File: src/rtl/boot_loader.sv
module boot_loader #(
  parameter int WORDS = 512,
  parameter int BW = 8,
  parameter int EAW = 16,
  parameter logic [EAW-1:0] EXT_BASE = 16'hC000,
  parameter int SW_DELAY = 2
) (
  input  logic                     clk,
  input  logic                     rst_n,
  input  logic                     go,
  input  logic                     go_sw,
  output logic                     ext_rd,
  output logic [EAW-1:0]           ext_addr,
  input  logic [3*BW-1:0]          ext_rdata,
  input  logic                     host_wr,
  input  logic [1:0]               host_sel,
  input  logic [BW-1:0]            host_wdata,
  input  logic                     host_flag,
  output logic                     ram_we,
  output logic [$clog2(WORDS)-1:0] ram_addr,
  output logic [3*BW-1:0]          ram_wdata,
  output logic                     done,
  output logic [1:0]               mode
);
  localparam int DW  = 3 * BW;
  localparam int RAW = $clog2(WORDS);
  localparam int OFW = $clog2(3 * WORDS + 1);
  localparam int DCW = (SW_DELAY > 1) ? $clog2(SW_DELAY) : 1;

  typedef enum logic [2:0] {S_IDLE, S_WAIT, S_SEL, S_CHK, S_EREQ, S_ECAP, S_HOST, S_DONE} st_t;

  st_t            st;
  logic [DCW-1:0] dcnt;
  logic [RAW-1:0] waddr;
  logic [OFW-1:0] eoff;
  logic [1:0]     ph;
  logic [BW-1:0]  b_lo, b_mid, b_hi;
  logic           last_word, ext_we, host_we;
  logic           unused_bits;

  assign unused_bits = ^ext_rdata[DW-2:BW];
  assign last_word   = (waddr == RAW'(WORDS - 1));
  assign ext_rd      = (st == S_SEL) || (st == S_EREQ);
  assign ext_addr    = EXT_BASE + EAW'(eoff);
  assign ext_we      = (st == S_ECAP) && (ph == 2'd2);
  assign host_we     = (st == S_HOST) && host_wr && (host_sel == 2'd0);
  assign ram_we      = ext_we || host_we;
  assign ram_addr    = waddr;
  assign ram_wdata   = (st == S_ECAP) ? {ext_rdata[BW-1:0], b_mid, b_lo}
                                      : {b_hi, b_mid, host_wdata};
  assign done        = (st == S_DONE);
  assign mode        = done ? 2'b10 : 2'b01;

  always_ff @(posedge clk or negedge rst_n) begin
    if (!rst_n) begin
      st    <= S_IDLE;
      dcnt  <= '0;
      waddr <= '0;
      eoff  <= '0;
      ph    <= 2'd0;
      b_lo  <= '0;
      b_mid <= '0;
      b_hi  <= '0;
    end else begin
      case (st)
        S_IDLE, S_DONE:
          if (go) begin
            waddr <= '0;
            eoff  <= '0;
            ph    <= 2'd0;
            dcnt  <= '0;
            st    <= go_sw ? S_WAIT : S_SEL;
          end
        S_WAIT:
          if (dcnt == DCW'(SW_DELAY - 1)) st <= S_SEL;
          else dcnt <= dcnt + 1'b1;
        S_SEL: st <= S_CHK;
        S_CHK: st <= ext_rdata[DW-1] ? S_EREQ : S_HOST;
        S_EREQ: st <= S_ECAP;
        S_ECAP: begin
          eoff <= eoff + 1'b1;
          st   <= S_EREQ;
          case (ph)
            2'd0: begin b_lo <= ext_rdata[BW-1:0]; ph <= 2'd1; end
            2'd1: begin b_mid <= ext_rdata[BW-1:0]; ph <= 2'd2; end
            default: begin
              ph    <= 2'd0;
              waddr <= waddr + 1'b1;
              if (last_word) st <= S_DONE;
            end
          endcase
        end
        S_HOST: begin
          if (host_wr) begin
            case (host_sel)
              2'd2: b_hi <= host_wdata;
              2'd1: b_mid <= host_wdata;
              2'd0: begin
                waddr <= waddr + 1'b1;
                if (last_word) st <= S_DONE;
              end
              default: ;
            endcase
          end
          if (host_flag) st <= S_DONE;
        end
        default: st <= S_IDLE;
      endcase
    end
  end
endmodule

File: config.mk
export PLATFORM = sky130hd
export DESIGN_NAME = boot_loader
export DESIGN_NICKNAME = d
export VERILOG_FILES = /design/src/rtl/boot_loader.sv
export SDC_FILE = /design/constraint.sdc
export NUM_CORES = 1
export LEC_CHECK = 0
export ABC_AREA = 0
export ABC_CLOCK_PERIOD_IN_PS = 2200
export BUFFER_PORTS_ARGS = -buffer_cell sky130_fd_sc_hd__buf_2
export CAP_MARGIN = 20
export CORE_ASPECT_RATIO = 0.6
export CORE_UTILIZATION = 40
export CTS_BUF_LIST = sky130_fd_sc_hd__clkbuf_4
export CTS_CLUSTER_DIAMETER = 60
export DETAILED_ROUTE_END_ITERATION = 10
export PLACE_DENSITY_LB_ADDON = 0.3
export SLEW_MARGIN = 20
export SYNTH_ARGS = -nofsm -noshare
export SYNTH_HDL_FRONTEND = slang
export SYNTH_SLANG_ARGS = --single-unit
File: constraint.sdc
create_clock -name clk -period 2.2 [get_ports clk]
set_input_delay 0.44 -clock clk [delete_from_list [all_inputs] [get_ports clk]]
set_output_delay 0.44 -clock clk [all_outputs]
set_load 0.05 [all_outputs]
==> metrics.md <==
| Metric | Value |
|---|---|
| Fin Setup TNS | `0 ns` |
| Slew HR | `63.23%` |
| PD cells | `1643 mW/mm²` |
| Post-synthesis area per instance | `9.083 µm²` |
| First-pass GRT wire length | `10820 µm` |
| Initial antenna violation count | `0` |
| Final Cycle Share | `96.06%` |
| Min-delay worst type | `input port to async pin` |
| Actual slew at the worst max-slew pin | `0.5515 ns` |
| Final-report setup violation count | `0` |
| Worst setup SP type | `register` |
| Ant diodes | `0` |
| Async S/R FF share, synth | `100.0%` |
| I/O pin total | `94` |
| Sequential fraction of the synthesis area | `44.72%` |
| R2r setup slk | `0.12 ns` |
| Cell leakage power | `1.771 nW` |
| Fin crit period | `2.113 ns` |
| Via/cell ratio | `5.203` |
| Proportion of power drawn by combinational gates | `62.7%` |
| # rows | `23` |
| CP required | `1.76 ns` |
| Area leader, netlist | `dfrtp_1` |
| Post-synthesis register bit count | `50` |
| ANT nets after route | `0` |
| CTS clk-pin slew, worst paths | `0.15 ns` |
| Yosys cell types | `51` |
| Bufs on Longest Clock Path | `2` |
| Root Driver | `clkbuf_4` |
| Worst Path Max Fanout | `24` |
| Slew Limit Fails | `0` |
| # Max-Cap Violations | `0` |
| Pin count of the biggest net entering global routing | `25` |
| CTS tree | `built` |
| RR Endpoint | `st[0]` |
| Hold Buf Count CTS | `0` |
| F_max | `473.2 MHz` |
| Die X | `110.0 µm` |
| Routed wire length | `6851 µm` |
| Sw frac | `52.67%` |
| R2R depth | `8` |
| Core area | `0.006705 mm²` |
| Fin cells | `474` |
| Synth warn | `0` |
| Die Height | `66.78 µm` |
| Synthesis-to-layout area growth | `21.82%` |
| Crit. End Element | `output pin` |
| Post-synthesis instance total | `308` |
| PortBufs | `73` |
| Post-synth top area share | `44.72%` |
| Max VDD drop | `0.0009391 V` |
| Number of global-route vias before repair | `2215` |
| GR Util All Layers | `19.28%` |
| Share of cells above drive strength 1 | `33.33%` |
| Starting Density | `41.72%` |
| Clock latency on the worst-skew pair | `0.36 ns` |
| Die ar. | `0.007343 mm²` |
| Drt wl/cell | `14.45 µm` |
| Crit. Startpoint | `st[1]` |
| Worst EP arrival | `1.67 ns` |
| Post-DP HPWL | `5009 µm` |
| Synth Flop Type | `dfrtp_1` |
| Count of final hold-check violations | `0` |
| # clock sinks | `50` |
| Status | `completed` |
| Slowest-stage cell, CP | `dfrtp_1` |
| Clk pwr share | `9.8%` |
| TritonCTS Buffers | `5` |
| Crit Path Category | `register to output pin` |
| Critical path's largest stage delay | `0.45 ns` |
| Critical Path End | `ram_wdata[3]` |
| Critical path cell sequence | `and3b_2, buf_12, nand2_1, nand2_1, buf_2` |
| Final net count | `429` |
| Most frequent CP cell | `nand2_1` |
| First-pass DRT Iterations | `4` |
| Placed insts | `463` |
| EDFF count, synth | `0` |
| Placer's final routability congestion estimate | `0.7886` |
| Ranking of synthesized cells by area | `dfrtp_1 45%, nand2_1 12%, mux2_2 7.2%` |
| Share of power burned in registers | `27.5%` |
| Synthesized area | `0.002798 mm²` |
| Max Clock Skew | `0.01937 ns` |
| Sw power | `2.949 mW` |
| Worst R2R Start | `ram_addr[0]` |
| P_int | `2.650 mW` |
| Vias | `2466` |
| Number of DRC violations after detailed-routing iteration 0 | `135` |
| DRC viols | `0` |
| H-tree levels | `2` |
| Remaining global-route overflow | `0` |
## layer usage
layer | part of all wire [%] | vias up | GRT usage, %
li1 | - | 1219 | -
met2 | 46 | 56 | 30.00
met3 | 4.3 | 2 | 3.816
met4 | 0.31 | 0 | 3.333
met1 | 50 | 1189 | 27.85
met5 | 0 | - | 0
## repair_timing
action / CTS / global route
gates resized for setup: 2 / 7
buffers inserted: 0 / 3
setup endpoints to repair: 13 / 15
## power groups by stage
| stage | Sequential (mW) | Combinational, mW | Clock, mW |
|---|---|---|---|
| floorplan | 1.97 | 2.23 | 0 |
| global placement | 1.53 | 3.41 | 0 |
| detailed placement | 1.56 | 3.46 | 0 |
| CTS | 1.54 | 3.47 | 0.572 |
| global route | 1.60 | 3.81 | 0.603 |
| finish | 1.54 | 3.51 | 0.549 |
## layout make-up
class,instances,area (µm²)
clock buffer,6,45.04
clock inverter,2,37.54
fill,634,3297
inverter,3,11.26
multi-input combinational,235,1424
sequential,50,1255
tap,87,108.9
timing repair buffer,91,526.8
## critical path: cells and delay by family (launching register included)
kind / cells / cell delay (ns)
flops: 1 / 0.45
simple gates: 3 / 0.45
buf+inv: 2 / 0.43
## cells by family (layout without fill, tap and decap cells)
group	Yosys count	in the layout	synth area share (%)
compound gates	50	50	12.03
fa+ha+maj	3	3	1.342
xor+xnor	2	2	0.6262
mux	26	26	10.38
other cells	2	5	0.2684
buf+inv	26	102	5.009
flops	50	50	44.72
simple gates	149	149	25.63
## metrics by stage
stage / util (%) / instance area (µm²) / hold WS [ns] / setup WS (ns) / total power, mW
2_1_floorplan: - / 2811 / 0.1444 / 0.01688 / 4.200
3_3_place_gp: 48.95 / 3282 / 0.4603 / 0.1030 / 4.941
3_5_place_dp: 48.95 / 3282 / 0.4634 / 0.06759 / 5.013
4_1_cts: 50.21 / 3367 / 0.04077 / 0.02604 / 5.577
5_1_grt: 50.83 / 3408 / 0.04565 / -0.03094 / 6.010
6_report: 50.83 / 3408 / 0.03794 / 0.08666 / 5.599
## cell usage after synthesis (3+ instances only)
master	n
nand4_1	3
nand2b_1	3
dfrtp_1	50
buf_4	7
a31oi_1	6
nor3_1	4
and3_1	8
clkbuf_1	5
o21ai_0	7
ha_1	3
inv_1	3
nor2_1	7
a21oi_1	12
o21a_1	3
nand3_1	15
mux2_1	6
buf_1	3
nand2_1	91
o31ai_1	3
nor2b_1	4
mux2_2	18
a22o_1	3
buf_2	7
## cell usage in the layout (no fill, tap or decap), drive strengths merged, types with 4 or more instances in the layout
| cell type | Yosys | layout |
|---|---|---|
| mux2 | 24 | 24 |
| a21oi | 13 | 13 |
| dfrtp | 50 | 50 |
| o21ai | 7 | 7 |
| nor3 | 6 | 6 |
| and3 | 8 | 8 |
| clkbuf | 5 | 9 |
| a31oi | 6 | 6 |
| conb | 2 | 5 |
| nand2 | 91 | 91 |
| nor2 | 7 | 7 |
| buf | 18 | 88 |
| nor2b | 4 | 4 |
| nand3 | 15 | 15 |
## how the worst min path moves through the flow
stage                     slack [ns]  start       to
final                           0.04  rst_n  b_hi[6]
after global routing            0.05  rst_n    ph[1]
after CTS                       0.04  rst_n  b_hi[6]
after detailed placement        0.46  rst_n    ph[0]
after global placement          0.46  rst_n    ph[0]
after floorplan                 0.14  rst_n  b_hi[0]
## flip-flops by register name, indices dropped and copies added, names as in the netlist
register / count
eoff: 11
ram_addr: 9
b_hi: 8
b_lo: 8
b_mid: 8
st: 3
ph: 2
dcnt: 1
(Power assumes the default switching activity.)
